**config.mk**
```make
export PLATFORM = sky130hd
export DESIGN_NAME = alarm_ind_ctrl
export DESIGN_NICKNAME = d
export VERILOG_FILES = /design/src/rtl/alarm_ind_pkg.sv /design/src/rtl/alarm_cmp.sv /design/src/rtl/alarm_bank.sv /design/src/rtl/alarm_indicator.sv /design/src/rtl/alarm_ind_ctrl.sv
export SDC_FILE = /design/constraint.sdc
export NUM_CORES = 1
export LEC_CHECK = 0
export ABC_AREA = 1
export CORE_ASPECT_RATIO = 0.75
export CORE_MARGIN = 3
export CORE_UTILIZATION = 30
export DETAILED_ROUTE_END_ITERATION = 10
export PLACE_DENSITY = 0.68
export REMOVE_ABC_BUFFERS = 1
export SLEW_MARGIN = 25
export SYNTH_ARGS = -nofsm -noshare
export SYNTH_HDL_FRONTEND = slang
export SYNTH_SLANG_ARGS = --single-unit
```
**constraint.sdc**
```tcl
create_clock -name clk -period 4.01 [get_ports clk]
set_clock_uncertainty 0.05 [all_clocks]
set_input_delay 0.802 -clock clk [delete_from_list [all_inputs] [get_ports clk]]
set_output_delay 0.802 -clock clk [all_outputs]
set_load 0.02 [all_outputs]
```
**src/rtl/alarm_ind_pkg.sv**
```systemverilog
package alarm_ind_pkg;

  typedef enum logic [1:0] {
    IND_LIVE   = 2'b00,
    IND_LATCH  = 2'b01,
    IND_MANUAL = 2'b10,
    IND_OFF    = 2'b11
  } ind_mode_e;

endpackage

```
**src/rtl/alarm_cmp.sv**
```systemverilog
module alarm_cmp #(
  parameter int NCH = 8
) (
  input  logic [NCH-1:0] din_i,
  input  logic [NCH-1:0] hi_thr_i,
  input  logic [NCH-1:0] lo_thr_i,
  output logic [NCH-1:0] over_o,
  output logic [NCH-1:0] under_o
);

  // One comparator pair per channel: for single-bit values "above" means
  // input 1 with threshold 0, "below" means input 0 with threshold 1.
  for (genvar g = 0; g < NCH; g++) begin : g_ch
    always_comb begin
      over_o[g]  = din_i[g] & ~hi_thr_i[g];
      under_o[g] = ~din_i[g] & lo_thr_i[g];
    end
  end

endmodule

```
**src/rtl/alarm_bank.sv**
```systemverilog
module alarm_bank #(
  parameter int NCH = 8,
  localparam int NB = 2 * NCH
) (
  input  logic          clk,
  input  logic          rst,
  input  logic          sample_i,
  input  logic          clr_i,
  input  logic [NB-1:0] cond_i,
  input  logic [NB-1:0] srch_clr_i,
  output logic [NB-1:0] alm_o,
  output logic [NB-1:0] flag_o,
  output logic          dev_alarm_o,
  output logic          any_alm_d_o,
  output logic          onset_any_o
);

  logic [NB-1:0] alm_q, alm_d;
  logic [NB-1:0] flag_q, flag_d;
  logic [NB-1:0] onset;
  logic          dev_q;

  always_comb begin
    onset  = cond_i & {NB{sample_i}} & ~alm_q;
    alm_d  = (alm_q & {NB{~clr_i}}) | (cond_i & {NB{sample_i}});
    flag_d = (flag_q & ~srch_clr_i) | onset;
  end

  always_ff @(posedge clk) begin
    if (rst) begin
      alm_q  <= '0;
      flag_q <= '0;
      dev_q  <= 1'b0;
    end else begin
      alm_q  <= alm_d;
      flag_q <= flag_d;
      dev_q  <= |flag_d;
    end
  end

  assign alm_o       = alm_q;
  assign flag_o      = flag_q;
  assign dev_alarm_o = dev_q;
  assign any_alm_d_o = |alm_d;
  assign onset_any_o = |onset;


  sticky_hold_chk: assert property (@(posedge clk) disable iff (rst)
    !clr_i |=> ((alm_q & $past(alm_q)) == $past(alm_q)));


  clear_all_chk: assert property (@(posedge clk) disable iff (rst)
    (clr_i && !sample_i) |=> (alm_q == '0));


  flag_needs_sample_chk: assert property (@(posedge clk) disable iff (rst)
    !sample_i |=> ((flag_q & ~$past(flag_q)) == '0));

endmodule

```
**src/rtl/alarm_indicator.sv**
```systemverilog
module alarm_indicator
  import alarm_ind_pkg::*;
(
  input  logic       clk,
  input  logic       rst,
  input  logic [1:0] mode_i,
  input  logic       man_i,
  input  logic       any_alm_d_i,
  input  logic       onset_any_i,
  input  logic       clr_i,
  output logic       ind_o
);

  logic latch_q, latch_d;
  logic ind_d;
  logic ind_q;
  ind_mode_e mode;

  always_comb begin
    mode    = ind_mode_e'(mode_i);
    latch_d = onset_any_i | (latch_q & ~clr_i);
    case (mode)
      IND_LIVE:   ind_d = any_alm_d_i;
      IND_LATCH:  ind_d = latch_d;
      IND_MANUAL: ind_d = man_i;
      default:    ind_d = 1'b0;
    endcase
  end

  always_ff @(posedge clk) begin
    if (rst) begin
      latch_q <= 1'b0;
      ind_q   <= 1'b0;
    end else begin
      latch_q <= latch_d;
      ind_q   <= ind_d;
    end
  end

  assign ind_o = ind_q;


  forced_off_chk: assert property (@(posedge clk) disable iff (rst)
    (mode_i == 2'b11) |=> !ind_o);


  manual_follow_chk: assert property (@(posedge clk) disable iff (rst)
    (mode_i == 2'b10) |=> (ind_o == $past(man_i)));

endmodule

```
**src/rtl/alarm_ind_ctrl.sv**
```systemverilog
module alarm_ind_ctrl #(
  parameter int NCH = 8,
  localparam int NB = 2 * NCH
) (
  input  logic           clk,
  input  logic           rst,
  input  logic           sample_i,
  input  logic [NCH-1:0] din_i,
  input  logic [NCH-1:0] hi_thr_i,
  input  logic [NCH-1:0] lo_thr_i,
  input  logic           clr_alarms_i,
  input  logic [NB-1:0]  srch_clr_i,
  input  logic [1:0]     led_mode_i,
  input  logic [1:0]     rly_mode_i,
  input  logic           led_man_i,
  input  logic           rly_man_i,
  output logic [NCH-1:0] alm_hi_o,
  output logic [NCH-1:0] alm_lo_o,
  output logic [NB-1:0]  srch_flag_o,
  output logic           dev_alarm_o,
  output logic           led_o,
  output logic           rly_o
);

  logic [NCH-1:0] over, under;
  logic [NB-1:0]  alm;
  logic           any_alm_d, onset_any;

  alarm_cmp #(.NCH(NCH)) cmp_i (
    .din_i    (din_i),
    .hi_thr_i (hi_thr_i),
    .lo_thr_i (lo_thr_i),
    .over_o   (over),
    .under_o  (under)
  );

  alarm_bank #(.NCH(NCH)) bank_i (
    .clk         (clk),
    .rst         (rst),
    .sample_i    (sample_i),
    .clr_i       (clr_alarms_i),
    .cond_i      ({under, over}),
    .srch_clr_i  (srch_clr_i),
    .alm_o       (alm),
    .flag_o      (srch_flag_o),
    .dev_alarm_o (dev_alarm_o),
    .any_alm_d_o (any_alm_d),
    .onset_any_o (onset_any)
  );

  alarm_indicator led_ind_i (
    .clk         (clk),
    .rst         (rst),
    .mode_i      (led_mode_i),
    .man_i       (led_man_i),
    .any_alm_d_i (any_alm_d),
    .onset_any_i (onset_any),
    .clr_i       (clr_alarms_i),
    .ind_o       (led_o)
  );

  alarm_indicator rly_ind_i (
    .clk         (clk),
    .rst         (rst),
    .mode_i      (rly_mode_i),
    .man_i       (rly_man_i),
    .any_alm_d_i (any_alm_d),
    .onset_any_i (onset_any),
    .clr_i       (clr_alarms_i),
    .ind_o       (rly_o)
  );

  assign alm_hi_o = alm[NCH-1:0];
  assign alm_lo_o = alm[NB-1:NCH];


  dev_alarm_or_chk: assert property (@(posedge clk) disable iff (rst)
    dev_alarm_o == (|srch_flag_o));


  live_mode_chk: assert property (@(posedge clk) disable iff (rst)
    (led_mode_i == 2'b00) |=> (led_o == (|{alm_hi_o, alm_lo_o})));

endmodule

```
==> qor.csv, run 1 <==
stage;metric;value;unit
clocking;H-Tree Depth;2;
timing;highest clock rate;371;MHz
clocking;TritonCTS clock tree;yes;
clocking;number of buffers inserted by post-CTS setup repair;0;
final_layout;Layout Area Growth over Synthesis;55.7;%
grt;all-layer global routing usage;0.151;
timing;transition at the pin with the smallest max-transition slack;953;ps
clocking;Max Buffers Root-to-Sink;2;
floorplanning;Initial Utilization;0.319;
timing;final period utilization;0.673;
critical_path;kind of end point of the critical path;register;
timing;headroom to the max-slew limit;0.363;
placed_design;GPL Wtd Cong;0.736;
logic_synthesis;post-synthesis area per instance;7.10;µm²
critical_path;crit-path leading delay family;buffers and inverters;
final_layout;most common cell after layout, fill and taps aside;sky130_fd_sc_hd__clkdlybuf4s50_1;
timing;Final Hold Fails;0;
routing;count of antenna-violating nets left after detailed routing;0;
timing;final number of setup-violating endpoints;0;
power;Static Leak;1.26;nW
clocking;buffer type at the clock tree root;sky130_fd_sc_hd__clkbuf_8;
placed_design;# port buffers;84;
floorplanning;die width;94.3;µm
timing;final slew viol count;0;
logic_synthesis;post-synth cell types;23;
critical_path;largest stage delay on the critical path;1100;ps
final_layout;most used cells in the layout excluding fill and tap cells;sky130_fd_sc_hd__clkdlybuf4s50_1 (84), sky130_fd_sc_hd__nor2_1 (54), sky130_fd_sc_hd__nand2_1 (46), sky130_fd_sc_hd__dfxtp_1 (37), sky130_fd_sc_hd__a21oi_1 (34);
grt;wire length of the first global-routing pass;8090;µm
floorplanning;Core ar.;5500;µm²
logic_synthesis;Seq cells post-synth;37;
job;reported max-cap violation count;0;
clocking;clock slew at the register clock pins of the worst setup and hold paths;70;ps
timing;RSZ-0062 raised after global routing;false;
clocking;count of clock tree sinks;37;
routing;average routed wire per standard cell;12.4;µm
status;outcome;completed;
grt;vias in the first global route;1684;
floorplanning;FP Rows;23;
grt;antenna violations before repair;0;
routing;number of design-rule violations left by the first detailed-router iteration;57;
final_layout;number of fill cells;553;
critical_path;maximum fanout encountered on the critical timing path;17;
logic_synthesis;sequential cell area fraction in the yosys report;0.422;
timing;post-layout minimum cycle time;2700;ps
critical_path;Critical-path top delay cell;sky130_fd_sc_hd__clkdlybuf4s50_1;
critical_path;arrival time of the worst setup path;2860;ps
routing;total wire length;5040;µm
critical_path;crit path launch type;input port;
critical_path;critical path cell sequence;clkdlybuf4s50_1 > nand3_1 > nor2_1 > nor2_1 > nand2_1 > nor2_2 > nand3_1 > nand2_1 > a21oi_1;
power;Power per Cell Area;310;nW/µm²
routing;total via count in the routed design;1771;
power;Max rail drop VDD;0.117;mV
placed_design;estimated wirelength of the detail-placed design;4060;µm
critical_path;critical path class;in -> reg;
grt;total gr overflow;0;
final_layout;Net count, final;382;
floorplanning;# IOs;85;
critical_path;Required @ worst endpoint;4180;ps
floorplanning;Chip Height;72.2;µm
final_layout;fraction of final layout cells with drive strength greater than 1;0.0813;
clocking;quantity of gates resized following cts;0;
grt;largest net degree at the start of global routing;38;
logic_synthesis;Yosys warnings;0;
routing;number of optimization iterations in the first detailed-route pass;4;
logic_synthesis;cell count after synthesis;247;
routing;Residual DRC;0;
final_layout;number of diodes added for antenna fixing;0;
routing;Via density;4.35;
critical_path;Buf+Inv Stages, Crit Path;1;
logic_synthesis;Post-Syn Area;1750;µm²
clocking;later-pin clock latency in the skew report;280;ps
timing;TNS Setup;0;ps
final_layout;post-route core utilization;0.497;
power;Final Power;847;µW
clocking;total clock buffers created by CTS;5;
floorplanning;area of the die;6810;µm²
min_path;hold crit path type;reg -> reg;
clocking;total of hold buffers inserted after clock tree synthesis;0;
==> power by group <==
part | switching [mW] | internal, mW | leakage (nW) | total [mW]
registers | 0.00984 | 0.384 | 0.303 | 0.394
clock network | 0.125 | 0.136 | 0.0443 | 0.261
logic | 0.0948 | 0.0968 | 0.917 | 0.192
==> final cells by class <==
cell class | instances | area (µm²) | area share
repair buffers | 85 | 848 | 0.311
multi-input cells | 169 | 835 | 0.306
flip-flops and latches | 37 | 741 | 0.271
inverters | 34 | 128 | 0.0467
well taps | 75 | 93.8 | 0.0344
clock buffers | 7 | 86.3 | 0.0316
==> worst min-delay path, delay by kind of cell (launching register included) <==
family,cells,cell delay [ps]
DFF,1,300
AOI/OAI and AO/OA,1,60
and+or+nand+nor,1,90
==> flip-flops by register name, summed over array words and instances (netlist names) <==
| signal | flops |
|---|---|
| bank_i.flag_o | 16 |
| bank_i.alm_o | 16 |
| led_ind_i.ind_o | 1 |
| rly_ind_i.latch_q | 1 |
| bank_i.dev_alarm_o | 1 |
| rly_ind_i.ind_o | 1 |
| led_ind_i.latch_q | 1 |
==> cell usage after synthesis (all sizes together) <==
| master | n | area [µm²] |
|---|---|---|
| clkbuf | 3 | 11.3 |
| buf | 4 | 40.0 |
| and2 | 1 | 8.76 |
| nand3 | 17 | 138 |
| nand3b | 3 | 38.8 |
| dfxtp | 37 | 741 |
| nor3 | 1 | 10.0 |
| nand4 | 4 | 25.0 |
| a21oi | 37 | 196 |
| inv | 34 | 128 |
| nand2 | 47 | 184 |
| nor2 | 59 | 234 |
==> per-layer routing <==
| metal | up-vias | track usage | part of all wire |
|---|---|---|---|
| met2 | 68 | 0.229 | 0.42 |
| met3 | 5 | 0.0425 | 0.079 |
| li1 | 942 | - | - |
| met5 | - | 0 | 0 |
| met4 | 0 | 0.0337 | 0.0065 |
| met1 | 756 | 0.216 | 0.50 |
==> logic make-up (layout without fill, tap and decap cells) <==
logic type | count (synthesis) | in the layout | synth area share
buf+inv | 41 | 126 | 0.102
simple gates | 132 | 132 | 0.364
flops | 37 | 37 | 0.422
compound gates | 37 | 37 | 0.112
==> worst paths after layout <==
kind / start / to / slack (ps) / cells after the start
max: sample_i / rly_ind_i.ind_o / 1310 / 9
min: rly_ind_i.latch_q / rly_ind_i.latch_q / 450 / 2
max reg2reg: bank_i.alm_o[5] / rly_ind_i.ind_o / 2730 / 8
min reg2reg: rly_ind_i.latch_q / rly_ind_i.latch_q / 450 / 2
==> metrics by stage <==
| stage | hold WS (ps) | cell area, µm² | worst slack (ps) | cells |
|---|---|---|---|---|
| 2_1_floorplan | 406 | 1700 | 2370 | 240 |
| 3_3_place_gp | 428 | 2650 | 1010 | 400 |
| 3_5_place_dp | 434 | 2650 | 964 | 400 |
| 4_1_cts | 448 | 2730 | 1260 | 407 |
| 5_1_grt | 470 | 2730 | 978 | 407 |
| 6_report | 446 | 2730 | 1310 | 407 |
(Power assumes the default switching activity.)
==> inputs of run 2 (changes only) <==
==> constraint.sdc (replaced) <==
create_clock -name clk -period 2.81 [get_ports clk]
set_clock_uncertainty 0.05 [all_clocks]
set_input_delay 0.562 -clock clk [delete_from_list [all_inputs] [get_ports clk]]
set_output_delay 0.562 -clock clk [all_outputs]
set_load 0.02 [all_outputs]
==> run 2 against run 1 <==
  * First-iteration DRC count up 58%
  * Die area unchanged
  * Global-route usage is 0.73 points higher
  * Sequential power increased by 43%
  * Non-clock buffer count up 1
  * Via count grew 1.5%
  * Clock power up 61%
  * Sequential share of layout area shrank 0.22 points
  * Flip-flop and latch count did not move
  * Register-to-register slack got worse by 1200 ps
  * Largest cell class unchanged
==> qor.csv, run 2 (synthesis gave the netlist of run 1 again) <==
stage;metric;value;unit
status;outcome;completed;
routing;number of design-rule violations left by the first detailed-router iteration;90;
final_layout;number of standard cells in the final layout excluding fillers;409;
critical_path;critical path class;in -> reg;
clocking;number of buffers inserted by post-CTS setup repair;0;
routing;total via count in the routed design;1797;
power;Static Leak;1.28;nW
clocking;quantity of gates resized following cts;0;
routing;Residual DRC;0;
grt;vias in the first global route;1755;
grt;total gr overflow;0;
floorplanning;FP Rows;23;
final_layout;number of fill cells;554;
timing;transition at the pin with the smallest max-transition slack;416;ps
grt;antenna violations before repair;0;
power;share of total power consumed by net switching;0.278;
final_layout;design area;2750;µm²
power;Power per Cell Area;457;nW/µm²
power;power share of the clock group;0.335;
routing;count of antenna-violating nets left after detailed routing;0;
final_layout;most common cell after layout, fill and taps aside;sky130_fd_sc_hd__clkdlybuf4s50_1;
floorplanning;area of the die;6810;µm²
timing;final slew viol count;0;
placed_design;placed cell area;2650;µm²
final_layout;number of diodes added for antenna fixing;0;
timing;post-layout minimum cycle time;2000;ps
routing;number of optimization iterations in the first detailed-route pass;4;
clocking;count of clock tree sinks;37;
final_layout;fraction of final layout cells with drive strength greater than 1;0.0898;
final_layout;most used cells in the layout excluding fill and tap cells;sky130_fd_sc_hd__clkdlybuf4s50_1 (84), sky130_fd_sc_hd__nor2_1 (54), sky130_fd_sc_hd__nand2_1 (46), sky130_fd_sc_hd__dfxtp_1 (37), sky130_fd_sc_hd__a21oi_1 (34);
routing;average routed wire per standard cell;12.6;µm
routing;total wire length;5170;µm
clocking;H-Tree Depth;2;
timing;final-layout worst hold slack;449;ps
timing;final number of setup-violating endpoints;0;
final_layout;post-route core utilization;0.501;
timing;TNS Setup;0;ps
critical_path;Required @ worst endpoint;2990;ps
routing;Via density;4.39;
timing;Final Hold Fails;0;
floorplanning;die width;94.3;µm
placed_design;GPL Wtd Cong;0.734;
placed_design;post-place setup slack;536;ps
critical_path;kind of end point of the critical path;register;
floorplanning;Initial Utilization;0.319;
final_layout;Net count, final;383;
clocking;buffer type at the clock tree root;sky130_fd_sc_hd__clkbuf_8;
placed_design;# port buffers;84;
critical_path;crit-path leading delay family;buffers and inverters;
floorplanning;Chip Height;72.2;µm
placed_design;estimated wirelength of the detail-placed design;3990;µm
critical_path;critical path cell sequence;clkdlybuf4s50_1 > buf_4 > nand3_1 > nor2_1 > nor2_1 > nand2_1 > nor2_2 > and2_4 > a21oi_2;
timing;worst-case setup margin in the final layout;813;ps
clocking;total clock buffers created by CTS;5;
timing;RSZ-0062 raised after global routing;false;
power;net switching power;349;µW
floorplanning;Core ar.;5500;µm²
power;Final Power;1.26;mW
power;internal power;909;µW
power;register share of total power;0.447;
final_layout;Layout Area Growth over Synthesis;57.0;%
critical_path;critical path's most frequent cell;sky130_fd_sc_hd__nor2_1;
clocking;Max Buffers Root-to-Sink;2;
placed_design;post-placement cell count;401;
power;part of the power in combinational logic;0.218;
power;Max rail drop VDD;0.156;mV
min_path;hold crit path type;reg -> reg;
clocking;later-pin clock latency in the skew report;300;ps
critical_path;arrival time of the worst setup path;2180;ps
floorplanning;# IOs;85;
grt;wire length of the first global-routing pass;8410;µm
clocking;clock slew at the register clock pins of the worst setup and hold paths;80;ps
critical_path;Critical-path top delay cell;sky130_fd_sc_hd__clkdlybuf4s50_1;
final_layout;area of the multi-input gates;835;µm²
timing;final period utilization;0.711;
grt;largest net degree at the start of global routing;38;
timing;headroom to the max-slew limit;0.722;
critical_path;largest stage delay on the critical path;460;ps
clocking;TritonCTS clock tree;yes;
critical_path;maximum fanout encountered on the critical timing path;17;
critical_path;crit path launch type;input port;
grt;all-layer global routing usage;0.159;
final_layout;area taken by flip-flops and latches;741;µm²
timing;highest clock rate;501;MHz
clocking;total of hold buffers inserted after clock tree synthesis;0;
critical_path;Buf+Inv Stages, Crit Path;2;
job;reported max-cap violation count;0;
==> run 2: layout make-up <==
type / instances / share of cell area
repair buffers: 86 / 0.311
clock buffers: 7 / 0.0350
inverters: 34 / 0.0463
clock inverters: 1 / 0.00182
flip-flops and latches: 37 / 0.269
well taps: 75 / 0.0341
multi-input cells: 169 / 0.303
==> run 2: power by group through the flow <==
stage          Combinational [mW]  Clock, mW  Sequential [mW]
2_1_floorplan              0.0947          0            0.598
3_3_place_gp                0.274          0            0.574
3_5_place_dp                0.275          0            0.574
4_1_cts                     0.277      0.433            0.563
5_1_grt                     0.303      0.450            0.565
6_report                    0.275      0.421            0.562
==> run 2: path summary, 6_finish.rpt <==
check	startpoint	to	slack [ps]	depth (start not counted)
min	led_ind_i.latch_q	led_ind_i.latch_q	450	2
max reg2reg	bank_i.alm_o[4]	led_ind_i.ind_o	1560	7
min reg2reg	led_ind_i.latch_q	led_ind_i.latch_q	450	2
max	sample_i	rly_ind_i.latch_q	810	9
==> run 2: worst register-to-register path, cell delays in order (launching register included) <==
cell and delay (ps):
sky130_fd_sc_hd__dfxtp_1 380, sky130_fd_sc_hd__nor3_2 70, sky130_fd_sc_hd__nor2_1 140, sky130_fd_sc_hd__nand2_1 100, sky130_fd_sc_hd__nor2_2 170, sky130_fd_sc_hd__nand3_1 100, sky130_fd_sc_hd__nand2_1 80, sky130_fd_sc_hd__a21oi_2 50
==> run 2: metal layers <==
layer / track usage / part of all wire / vias to the layer above
met1: 0.237 / 0.52 / 780
met4: 0.0529 / 0.013 / 0
li1: - / - / 943
met5: 0 / 0 / -
met2: 0.219 / 0.39 / 67
met3: 0.0435 / 0.085 / 7
